### config.mk
export PLATFORM = sky130hd
export DESIGN_NAME = cdr_i2c_ctrl
export DESIGN_NICKNAME = d
export VERILOG_FILES = /design/src/rtl/cdr_i2c_pkg.sv /design/src/rtl/i2c_line_sync.sv /design/src/rtl/i2c_target_engine.sv /design/src/rtl/cdr_ctrl_regs.sv /design/src/rtl/cdr_i2c_ctrl.sv
export SDC_FILE = /design/constraint.sdc
export NUM_CORES = 1
export LEC_CHECK = 0
export ABC_AREA = 1
export BUFFER_PORTS_ARGS = -buffer_cell sky130_fd_sc_hd__buf_2
export CAP_MARGIN = 5
export CORE_MARGIN = 5
export CORE_UTILIZATION = 57
export DETAILED_ROUTE_END_ITERATION = 10
export PLACE_DENSITY = 0.81
export SLEW_MARGIN = 20
export SYNTH_ARGS = -nofsm -noshare
export SYNTH_HDL_FRONTEND = slang
export SYNTH_SLANG_ARGS = --single-unit
### constraint.sdc
create_clock -name clk -period 2.15 [get_ports clk]
set_clock_uncertainty 0.05 [all_clocks]
set_input_delay 0.43 -clock clk [delete_from_list [all_inputs] [get_ports clk]]
set_output_delay 0.43 -clock clk [all_outputs]
set_load 0.05 [all_outputs]
### src/rtl/cdr_i2c_pkg.sv
package cdr_i2c_pkg;

  typedef enum logic [2:0] {
    LNK_IDLE,
    LNK_RX,
    LNK_ACK,
    LNK_TX,
    LNK_MACK
  } link_state_t;

  typedef enum logic [1:0] {
    PH_ADDR,
    PH_SUB,
    PH_DATA
  } byte_phase_t;

  localparam int unsigned BYTE_W = 8;

  localparam logic [7:0] SUB_RATE  = 8'h03;
  localparam logic [7:0] SUB_MISC  = 8'h04;
  localparam logic [7:0] SUB_CFG_A = 8'h08;
  localparam logic [7:0] SUB_CFG_B = 8'h09;
  localparam logic [7:0] SUB_CFG_C = 8'h11;

endpackage

### src/rtl/i2c_line_sync.sv
module i2c_line_sync #(
  parameter int unsigned STAGES = 2
) (
  input  logic clk,
  input  logic rst_n,
  input  logic scl_i,
  input  logic sda_i,
  output logic sda_s,
  output logic scl_rise,
  output logic scl_fall,
  output logic start_det,
  output logic stop_det
);

  logic [STAGES-1:0] scl_pipe;
  logic [STAGES-1:0] sda_pipe;
  logic              scl_d;
  logic              sda_d;
  logic              scl_s;

  // the bus idles high, so the synchroniser resets high
  always_ff @(posedge clk or negedge rst_n) begin
    if (!rst_n) begin
      scl_pipe <= '1;
      sda_pipe <= '1;
      scl_d    <= 1'b1;
      sda_d    <= 1'b1;
    end else begin
      scl_pipe <= {scl_pipe[STAGES-2:0], scl_i};
      sda_pipe <= {sda_pipe[STAGES-2:0], sda_i};
      scl_d    <= scl_pipe[STAGES-1];
      sda_d    <= sda_pipe[STAGES-1];
    end
  end

  assign scl_s     = scl_pipe[STAGES-1];
  assign sda_s     = sda_pipe[STAGES-1];
  assign scl_rise  = scl_s & ~scl_d;
  assign scl_fall  = ~scl_s & scl_d;
  assign start_det = scl_s & scl_d & sda_d & ~sda_s;
  assign stop_det  = scl_s & scl_d & ~sda_d & sda_s;

endmodule

### src/rtl/i2c_target_engine.sv
module i2c_target_engine
  import cdr_i2c_pkg::*;
#(
  parameter int unsigned ADDR_W = 7
) (
  input  logic              clk,
  input  logic              rst_n,
  input  logic              sda_s,
  input  logic              scl_rise,
  input  logic              scl_fall,
  input  logic              start_det,
  input  logic              stop_det,
  input  logic [ADDR_W-1:0] dev_addr,
  input  logic [BYTE_W-1:0] rd_data,
  output logic [BYTE_W-1:0] sub_addr,
  output logic              wr_en,
  output logic [BYTE_W-1:0] wr_data,
  output logic              sda_oe,
  output logic              busy
);

  localparam int unsigned CNT_W = $clog2(BYTE_W + 1);
  localparam logic [CNT_W-1:0] CNT_FULL = CNT_W'(BYTE_W);
  localparam logic [CNT_W-1:0] CNT_LAST = CNT_W'(BYTE_W - 1);

  link_state_t       state_q, state_n;
  byte_phase_t       phase_q, phase_n;
  logic [CNT_W-1:0]  cnt_q, cnt_n;
  logic [BYTE_W-1:0] sh_q, sh_n;
  logic [BYTE_W-1:0] ptr_q, ptr_n;
  logic              rw_q, rw_n;
  logic              oe_q, oe_n;
  logic              mack_q, mack_n;
  logic              wr_n;

  always_comb begin
    state_n = state_q;
    phase_n = phase_q;
    cnt_n   = cnt_q;
    sh_n    = sh_q;
    ptr_n   = ptr_q;
    rw_n    = rw_q;
    oe_n    = oe_q;
    mack_n  = mack_q;
    wr_n    = 1'b0;
    if (stop_det) begin
      state_n = LNK_IDLE;
      oe_n    = 1'b0;
    end else if (start_det) begin
      state_n = LNK_RX;
      phase_n = PH_ADDR;
      cnt_n   = '0;
      oe_n    = 1'b0;
    end else begin
      unique case (state_q)
        LNK_RX: begin
          if (scl_rise && (cnt_q != CNT_FULL)) begin
            sh_n  = {sh_q[BYTE_W-2:0], sda_s};
            cnt_n = cnt_q + 1'b1;
          end else if (scl_fall && (cnt_q == CNT_FULL)) begin
            unique case (phase_q)
              PH_ADDR: begin
                if (sh_q[BYTE_W-1:1] == dev_addr) begin
                  rw_n    = sh_q[0];
                  state_n = LNK_ACK;
                  oe_n    = 1'b1;
                end else begin
                  state_n = LNK_IDLE;
                end
              end
              PH_SUB: begin
                ptr_n   = sh_q;
                state_n = LNK_ACK;
                oe_n    = 1'b1;
              end
              default: begin
                wr_n    = 1'b1;
                ptr_n   = ptr_q + 1'b1;
                state_n = LNK_ACK;
                oe_n    = 1'b1;
              end
            endcase
          end
        end
        LNK_ACK: begin
          if (scl_fall) begin
            cnt_n = '0;
            if ((phase_q == PH_ADDR) && rw_q) begin
              sh_n    = rd_data;
              ptr_n   = ptr_q + 1'b1;
              state_n = LNK_TX;
              oe_n    = ~rd_data[BYTE_W-1];
            end else begin
              phase_n = (phase_q == PH_ADDR) ? PH_SUB : PH_DATA;
              state_n = LNK_RX;
              oe_n    = 1'b0;
            end
          end
        end
        LNK_TX: begin
          if (scl_fall) begin
            if (cnt_q == CNT_LAST) begin
              state_n = LNK_MACK;
              oe_n    = 1'b0;
            end else begin
              sh_n  = {sh_q[BYTE_W-2:0], 1'b0};
              cnt_n = cnt_q + 1'b1;
              oe_n  = ~sh_q[BYTE_W-2];
            end
          end
        end
        LNK_MACK: begin
          if (scl_rise) begin
            mack_n = ~sda_s;
          end else if (scl_fall) begin
            if (mack_q) begin
              sh_n    = rd_data;
              ptr_n   = ptr_q + 1'b1;
              cnt_n   = '0;
              state_n = LNK_TX;
              oe_n    = ~rd_data[BYTE_W-1];
            end else begin
              state_n = LNK_IDLE;
            end
          end
        end
        default: begin
          oe_n = 1'b0;
        end
      endcase
    end
  end

  always_ff @(posedge clk or negedge rst_n) begin
    if (!rst_n) begin
      state_n_reg_reset();
    end else begin
      state_q <= state_n;
      phase_q <= phase_n;
      cnt_q   <= cnt_n;
      sh_q    <= sh_n;
      ptr_q   <= ptr_n;
      rw_q    <= rw_n;
      oe_q    <= oe_n;
      mack_q  <= mack_n;
    end
  end

  task automatic state_n_reg_reset();
    state_q <= LNK_IDLE;
    phase_q <= PH_ADDR;
    cnt_q   <= '0;
    sh_q    <= '0;
    ptr_q   <= '0;
    rw_q    <= 1'b0;
    oe_q    <= 1'b0;
    mack_q  <= 1'b0;
  endtask

  assign sub_addr = ptr_q;
  assign wr_en    = wr_n;
  assign wr_data  = sh_q;
  assign sda_oe   = oe_q;
  assign busy     = (state_q != LNK_IDLE);

endmodule

### src/rtl/cdr_ctrl_regs.sv
module cdr_ctrl_regs
  import cdr_i2c_pkg::*;
#(
  parameter int unsigned FINE_BYTES = 3,
  parameter int unsigned COARSE_W   = 9,
  parameter int unsigned N_PULSE    = 3
) (
  input  logic                    clk,
  input  logic                    rst_n,
  input  logic                    wr_en,
  input  logic [BYTE_W-1:0]       wr_addr,
  input  logic [BYTE_W-1:0]       wr_data,
  input  logic [BYTE_W-1:0]       rd_addr,
  output logic [BYTE_W-1:0]       rd_data,
  input  logic [8*FINE_BYTES-1:0] rate_fine,
  input  logic [COARSE_W-1:0]     rate_coarse,
  input  logic                    lol_sticky,
  input  logic                    lol_now,
  input  logic                    meas_done,
  output logic [BYTE_W-1:0]       cfg_a,
  output logic [BYTE_W-1:0]       cfg_b,
  output logic [BYTE_W-1:0]       cfg_c,
  output logic [N_PULSE-1:0]      clr_pulse
);

  localparam int unsigned FINE_LAST = FINE_BYTES - 1;

  logic [BYTE_W-1:0]  cfg_a_q, cfg_a_n;
  logic [BYTE_W-1:0]  cfg_b_q, cfg_b_n;
  logic [BYTE_W-1:0]  cfg_c_q, cfg_c_n;
  logic [N_PULSE-1:0] pulse_q, pulse_n;
  logic               hit_a, hit_b, hit_c;

  assign hit_a = wr_en && (wr_addr == SUB_CFG_A);
  assign hit_b = wr_en && (wr_addr == SUB_CFG_B);
  assign hit_c = wr_en && (wr_addr == SUB_CFG_C);

  always_comb begin
    cfg_a_n = cfg_a_q;
    cfg_b_n = cfg_b_q;
    cfg_c_n = cfg_c_q;
    if (hit_a) cfg_a_n = wr_data;
    if (hit_b) cfg_b_n = wr_data;
    if (hit_c) cfg_c_n = wr_data;
  end

  // clear bits fire when a stored 1 is overwritten with 0
  for (genvar k = 0; k < N_PULSE; k++) begin : g_pulse
    localparam int unsigned PB = (k == 0) ? 6 : (k == 1) ? 5 : 3;
    assign pulse_n[k] = hit_b && cfg_b_q[PB] && !wr_data[PB];
  end

  always_ff @(posedge clk or negedge rst_n) begin
    if (!rst_n) begin
      cfg_a_q <= '0;
      cfg_b_q <= '0;
      cfg_c_q <= '0;
      pulse_q <= '0;
    end else begin
      cfg_a_q <= cfg_a_n;
      cfg_b_q <= cfg_b_n;
      cfg_c_q <= cfg_c_n;
      pulse_q <= pulse_n;
    end
  end

  always_comb begin
    rd_data = '0;
    if (rd_addr <= BYTE_W'(FINE_LAST)) begin
      rd_data = rate_fine[8*rd_addr +: 8];
    end else if (rd_addr == SUB_RATE) begin
      rd_data = rate_coarse[COARSE_W-1:1];
    end else if (rd_addr == SUB_MISC) begin
      rd_data = {3'b000, lol_sticky, lol_now, meas_done, 1'b0, rate_coarse[0]};
    end
  end

  assign cfg_a     = cfg_a_q;
  assign cfg_b     = cfg_b_q;
  assign cfg_c     = cfg_c_q;
  assign clr_pulse = pulse_q;

endmodule

### src/rtl/cdr_i2c_ctrl.sv
module cdr_i2c_ctrl
  import cdr_i2c_pkg::*;
#(
  parameter int unsigned SYNC_STAGES = 2,
  parameter int unsigned FINE_BYTES  = 3,
  parameter int unsigned COARSE_W    = 9
) (
  input  logic                    clk,
  input  logic                    rst_n,
  input  logic                    scl_i,
  input  logic                    sda_i,
  output logic                    sda_oe_o,
  input  logic                    addr_pin_i,
  input  logic [8*FINE_BYTES-1:0] rate_fine_i,
  input  logic [COARSE_W-1:0]     rate_coarse_i,
  input  logic                    lol_sticky_i,
  input  logic                    lol_now_i,
  input  logic                    meas_done_i,
  input  logic                    squelch_i,
  output logic [1:0]              ref_band_o,
  output logic [3:0]              ratio_code_o,
  output logic                    meas_start_o,
  output logic                    ref_lock_o,
  output logic                    lol_static_o,
  output logic                    clr_lol_o,
  output logic                    sys_rst_o,
  output logic                    clr_meas_o,
  output logic                    boost_o,
  output logic                    data_out_en_o,
  output logic                    clk_out_en_o
);

  localparam int unsigned ADDR_W   = 7;
  localparam int unsigned N_PULSE  = 3;
  localparam int unsigned PIN_BIT  = 5;

  logic [1:0]        rst_pipe;
  logic              rst_core_n;
  logic              sda_s, scl_rise, scl_fall, start_det, stop_det;
  logic [ADDR_W-1:0] dev_addr;
  logic [BYTE_W-1:0] sub_addr, eng_wr_data, rd_data;
  logic              eng_wr_en, eng_busy;
  logic [BYTE_W-1:0] cfg_a, cfg_b, cfg_c;
  logic [N_PULSE-1:0] clr_pulse;

  // asynchronous assert, synchronous release
  always_ff @(posedge clk or negedge rst_n) begin
    if (!rst_n) rst_pipe <= '0;
    else        rst_pipe <= {rst_pipe[0], 1'b1};
  end
  assign rst_core_n = rst_pipe[1];

  always_comb begin
    dev_addr          = '0;
    dev_addr[ADDR_W-1] = 1'b1;
    dev_addr[PIN_BIT] = addr_pin_i;
  end

  i2c_line_sync #(.STAGES(SYNC_STAGES)) u_sync (
    .clk       (clk),
    .rst_n     (rst_core_n),
    .scl_i     (scl_i),
    .sda_i     (sda_i),
    .sda_s     (sda_s),
    .scl_rise  (scl_rise),
    .scl_fall  (scl_fall),
    .start_det (start_det),
    .stop_det  (stop_det)
  );

  i2c_target_engine #(.ADDR_W(ADDR_W)) u_engine (
    .clk       (clk),
    .rst_n     (rst_core_n),
    .sda_s     (sda_s),
    .scl_rise  (scl_rise),
    .scl_fall  (scl_fall),
    .start_det (start_det),
    .stop_det  (stop_det),
    .dev_addr  (dev_addr),
    .rd_data   (rd_data),
    .sub_addr  (sub_addr),
    .wr_en     (eng_wr_en),
    .wr_data   (eng_wr_data),
    .sda_oe    (sda_oe_o),
    .busy      (eng_busy)
  );

  cdr_ctrl_regs #(
    .FINE_BYTES (FINE_BYTES),
    .COARSE_W   (COARSE_W),
    .N_PULSE    (N_PULSE)
  ) u_regs (
    .clk         (clk),
    .rst_n       (rst_core_n),
    .wr_en       (eng_wr_en),
    .wr_addr     (sub_addr),
    .wr_data     (eng_wr_data),
    .rd_addr     (sub_addr),
    .rd_data     (rd_data),
    .rate_fine   (rate_fine_i),
    .rate_coarse (rate_coarse_i),
    .lol_sticky  (lol_sticky_i),
    .lol_now     (lol_now_i),
    .meas_done   (meas_done_i),
    .cfg_a       (cfg_a),
    .cfg_b       (cfg_b),
    .cfg_c       (cfg_c),
    .clr_pulse   (clr_pulse)
  );

  assign ref_band_o    = cfg_a[7:6];
  assign ratio_code_o  = cfg_a[5:2];
  assign meas_start_o  = cfg_a[1];
  assign ref_lock_o    = cfg_a[0];
  assign lol_static_o  = cfg_b[7];
  assign clr_lol_o     = clr_pulse[0];
  assign sys_rst_o     = clr_pulse[1];
  assign clr_meas_o    = clr_pulse[2];
  assign boost_o       = cfg_c[0];
  assign data_out_en_o = ~squelch_i;
  assign clk_out_en_o  = ~squelch_i | cfg_c[1];

endmodule

==> metrics.txt, run 1 <==
Inserted Clock Buffers=5; Max-Cap Viols=0; Initial Utilization=0.5908; worst hold path startpoint=scl_i; finished layout cell area=around 4000 um^2; instance count of the mapped netlist=a little over 500; setup tns final=0 ps; P_leak=between 2 and 2.5 nW; post-synthesis compound-gate area fraction=0.08108; library cells used by synthesis=38; Worst EP arrival=2160 ps; crit path cell chain=ha_1, inv_1, nor2_2, nand3_1, nand2_1, nand3_1, nand2_1, nand2_1, nand2_1; wl on met1=about 3500 um; Post-synth EDFFs=0; Final Hold Vio Count=0; DRC=0; HP Class=in2reg; Port Buffer Count=57; Via density=5.371; post-synth top area share=0.3343; Max Fclk=~500 MHz; Die Ht=between 80 and 90 um; vias in the first global route=3293; H-tree levels=2; Max FO, Critical Path=15; largest net degree at the start of global routing=52; cell mode on critical path=nand2_1; DP Wirelength=between 6000 and 7000 um; IO Count=58; status=finished, final reports clean; worst r2r dst=u_engine.wr_data[6]; Startpoint Class=register; Cell Area, Placed=3865 um^2; worst r2r src=u_engine.sub_addr[1]; Core Region=5956 um^2; endpoint class of the critical path=register; DR WL/cell=approximately 13 um; layout cells sized above 1=0.2173; Worst-path clk slew=~90 ps; simple-gate area share of the yosys netlist=0.4228; Clock Sinks=53; GR Overflow Total=0; Worst VDD drop=between 600 and 700 uV; Final setup viols=0; relative slew slack=0.5778; worst-skew pair later-pin latency=300 ps; most common cell in the netlist=nand2_1; Setup CP Type=reg2reg; global router's overall resource usage=0.2307; Async S/R FF share, synth=1.000; first-pass GRT wire length=14390 um; Nets=613; CP peak stage delay=640 ps; Yosys Warn Count=0; mux cell area share after synthesis=0; DR iter-0 viols=~240; # diodes=0; initial antenna violation count=0; CTS tree=yes; Synth Area in Adders=0.02134; Tmin final=around 2000 ps; RSZ-0062 raised after global routing=false; routability cong.=between 0.9 and 1; syn_area_per_cell=roughly 7 um^2; DR WL met2=3843 um; Post-DRT Antenna Nets=0; final period utilization=0.9112; Slew Viols, Final=0; mapped cell area=approximately 3500 um^2; r2r setup slk=about 190 ps; Die X-Extent=about 89 um; worst hold path cell count=1; power per cell area=about 1300 nW/um^2; post-synthesis sequential area ratio=0.3791; CTS root buf=clkbuf_8; most frequent cells after synthesis=nand2_1, nand3_1, inv_1, nor2_1, dfrtp_1; full die area=between 7000 and 8000 um^2; worst-case clock buffer depth=2; most area-hungry cell type in the Yosys netlist=dfrtp_1; post-CTS sizing=0; Layout area overhead=12.80%; largest family of logic cells by synthesized area=simple AND/OR/NAND/NOR gates; xor/xnor cell area share of the yosys netlist=0.007468; cell row count=28; Hold EP=u_sync.scl_pipe[0]; Top Layer Used=met4; DR vias=3443; R2R cell count=9; Detailed Route WL=approximately 8200 um; Syn Nets=roughly 550; Area contributors post-synth=dfrtp_1, nand2_1, nand3_1, inv_1, nor2_1; post-synthesis register bit count=53; Req. time, crit path=between 2000 and 2500 ps; Crit-path slowest cell=dfrtp_1; worst-margin pin slew=~630 ps; Synth Flop Type=dfrtp_1; met3 wire len=approximately 660 um; drt first pass iters=7
## how the worst max path moves through the flow
stage                         start             endpoint
2_1_floorplan  u_engine.sub_addr[0]  u_engine.wr_data[0]
3_3_place_gp   u_engine.sub_addr[1]  u_engine.wr_data[6]
3_5_place_dp   u_engine.sub_addr[1]  u_engine.wr_data[6]
4_1_cts        u_engine.sub_addr[1]  u_engine.wr_data[6]
5_1_grt        u_engine.sub_addr[1]  u_engine.wr_data[0]
6_report       u_engine.sub_addr[1]  u_engine.wr_data[6]
## placed cells by master, fill, tap and decap left out, types with 2 or more instances in the layout
cell / count
nor3b_2: 3
inv_1: 54
nor3_1: 3
o21ai_2: 11
nand2_2: 9
nand2_4: 2
o21ai_0: 16
o211ai_1: 3
clkbuf_8: 6
xor2_1: 2
nand2_1: 180
dfrtp_1: 46
nor2_1: 50
nand3_1: 56
dfstp_2: 6
o31ai_1: 2
a21oi_1: 7
o21ai_1: 4
nor2_4: 3
buf_4: 6
ha_1: 6
buf_2: 57
nor2_2: 5
nand4_1: 8
inv_2: 5
## per-stage QoR
step           hold slack, ps  utilization  cells  worst slack, ps  total power [mW]
2_1_floorplan           84.41            -    505            301.6             3.824
3_3_place_gp            165.2       0.6490    632            306.9             4.273
3_5_place_dp            167.4       0.6490    632            268.1             4.378
4_1_cts                 152.9       0.6664    641            229.3             4.961
5_1_grt                 149.0       0.6664    641            3.598             5.465
6_report                165.4       0.6664    641            190.9             4.963
## metal layers
| metal | track usage | vias up |
|---|---|---|
| met5 | 0 | - |
| met4 | 0.09341 | 0 |
| met3 | 0.03724 | 28 |
| met2 | 0.3800 | 137 |
| met1 | 0.3032 | 1568 |
| li1 | - | 1710 |
## report_power, final
part           total, mW  internal [mW]  leakage (nW)  switching (mW)
registers           1.54           1.22         0.691           0.321
logic               2.84          0.941          1.49            1.90
clock network      0.578          0.262        0.0445           0.316
## state kept, by name, indices dropped and copies added (netlist names), 2 cells and up
signal,count
u_sync.sda_pipe,2
u_regs.clr_pulse,3
u_regs.cfg_a,8
u_engine.cnt_q,4
u_sync.scl_pipe,2
u_engine.wr_data,8
rst_pipe,2
u_engine.sub_addr,8
u_engine.state_q,3
u_engine.phase_q,2
u_regs.cfg_c,2
u_regs.cfg_b,4
## what timing repair did
| action | 4_1_cts | 5_1_grt |
|---|---|---|
| hold buffers | 1 | 0 |
| endpoints found under the hold margin | 2 | 0 |
| setup endpoints to repair | 0 | 0 |
| buffers inserted | 0 | 0 |
## cell families after synthesis
family | Yosys count
buf+inv | 71
flops | 53
fa+ha+maj | 6
compound gates | 44
simple gates | 327
other cells | 1
xor+xnor | 3
## critical path, delay by kind of cell (launching register included)
kind                       cells  cell delay (ps)
adders and majority gates      1              260
buffers and inverters          1               70
DFF                            1              640
and+or+nand+nor                7              890
## cell type report
class	count	area, um^2
tap	75	93.84
clock inverter	1	7.507
inverter	60	227.7
multi-input combinational	381	1878
clock buffer	7	86.33
timing repair buffer	64	340.3
sequential	53	1335
fill	546	1987
(Power assumes the default switching activity.)
==> run 2: changes to the inputs <==
- CORE_UTILIZATION: 57 -> 58
- SYNTH_HIERARCHICAL: not set -> 1
==> metrics.txt, run 2 <==
relative slew slack=0.5479; critical path launch point=u_sync/sda_pipe[1]; drt first pass iters=5; DRC=0; full die area=7836 um^2; Worst-path clk slew=100 ps; initial antenna violation count=0; Core Region=5956 um^2; Startpoint Class=register; final period utilization=0.9111; # diodes=0; Max FO, Critical Path=13; worst r2r dst=u_regs/cfg_a[0]; commonest non-fill, non-tap cell in the layout=nand2_1; status=finished, final reports clean; DR iter-0 viols=265; Via density=5.262; Req. time, crit path=approximately 2300 ps; layout cells sized above 1=0.2336; worst-skew pair later-pin latency=between 300 and 400 ps; CTS root buf=clkbuf_8; CTS tree=yes; Yosys Warn Count=6; Max-Cap Viols=0; Tmin final=between 1500 and 2000 ps; RSZ-0062 raised after global routing=false; cell row count=28; Clock Sinks=53; Port Buffer Count=57; CP Capture Point=u_regs/cfg_a[0]; r2r setup slk=between 150 and 200 ps; Layout area overhead=17.67%; Final setup viols=0; mapped cell area=3576 um^2; setup tns final=0 ps; GR Overflow Total=0; Slew Viols, Final=0; routability cong.=~0.97; Die X-Extent=88.52 um; HP Class=in2reg; Max Fclk=approximately 510 MHz; largest net degree at the start of global routing=32; DP Wirelength=about 7000 um; Post-DRT Antenna Nets=0; instance count of the mapped netlist=a little over 500; P_leak=~2.3 nW; IO Count=58; Worst VDD drop=between 600 and 700 uV; worst hold path cell count=1; Initial Utilization=0.6004; endpoint class of the critical path=register; # placed instances=about 670; DR WL/cell=about 13 um; global router's overall resource usage=0.2456; Setup CP Type=reg2reg; worst-margin pin slew=678.1 ps; R2R cell count=13; Worst EP arrival=2110 ps; final cell count without fillers=683; Detailed Route WL=~9100 um; DR vias=3594; worst-case clock buffer depth=2; highest-count cells in the layout ignoring fill and taps=nand2_1, inv_1, buf_2; first-pass GRT wire length=around 15000 um; Die Ht=approximately 90 um; Inserted Clock Buffers=5; vias in the first global route=roughly 3500; worst r2r src=u_sync/sda_pipe[1]; H-tree levels=2; power per cell area=1209 nW/um^2; Nets=~650; Final Hold Vio Count=0; syn_area_per_cell=between 6 and 7 um^2
-- run 2: worst min path at each step --
stage	from	slack, ps	end
global route	scl_i	150	u_sync/scl_pipe[0]
global placement	rst_n	170	rst_pipe[0]
floorplan	rst_n	80	rst_pipe[0]
finish	scl_i	160	u_sync/scl_pipe[0]
detailed placement	rst_n	170	rst_pipe[0]
CTS	scl_i	150	u_sync/scl_pipe[0]
-- run 2: where the power goes --
part | internal [mW] | switching (mW) | total, mW
Clock | 0.230 | 0.335 | 0.565
Combinational | 1.02 | 1.93 | 2.94
Sequential | 1.22 | 0.364 | 1.58
-- run 2: routing by layer --
layer | track usage | part of all wire | wire [um]
met5 | 0 | 0 | 0
met4 | 0.07280 | 0.020 | 180
met3 | 0.04376 | 0.053 | 481
met2 | 0.4473 | 0.51 | 4689
met1 | 0.2949 | 0.41 | 3784
-- run 2: timing repair --
item,4_1_cts,5_1_grt
hold buffers,1,0
hold endpoints to repair,2,0
buffers inserted,0,2
gates resized for setup,0,5
setup endpoints to repair,0,16
-- run 2: worst max-delay path, cell delays in order, from the launching register on --
cell and delay [ps]:
dfstp_2 540, inv_1 30, nand2_1 40, nor2_1 80, nor2_4 110, inv_1 60
nor2_2 130, nand2_1 120, nor2_4 160, nand2_1 100, nor2_4 150, nand2_4 120
nand2_1 90, o21ai_1 70
-- run 2: metrics by stage --
step / hold slack, ps / worst slack [ps] / instance area, um^2 / utilization / power (mW)
6_report: 159.7 / 191.1 / 4208 / 0.7065 / 5.089
5_1_grt: 150.0 / 22.96 / 4208 / 0.7065 / 5.527
4_1_cts: 154.0 / 25.44 / 4174 / 0.7008 / 5.052
3_5_place_dp: 168.6 / 55.76 / 4076 / 0.6845 / 4.471
3_3_place_gp: 165.4 / 128.7 / 4076 / 0.6845 / 4.401
2_1_floorplan: 84.41 / 35.94 / 3611 / - / 3.732
-- run 2: final cells by class --
type                       instances  area, um^2
inverter                          77       289.0
clock inverter                     2       15.01
multi-input combinational        389        1933
timing repair buffer              81       467.9
tap                               75       93.84
clock buffer                       6       72.57
fill                             523        1748
sequential                        53        1336
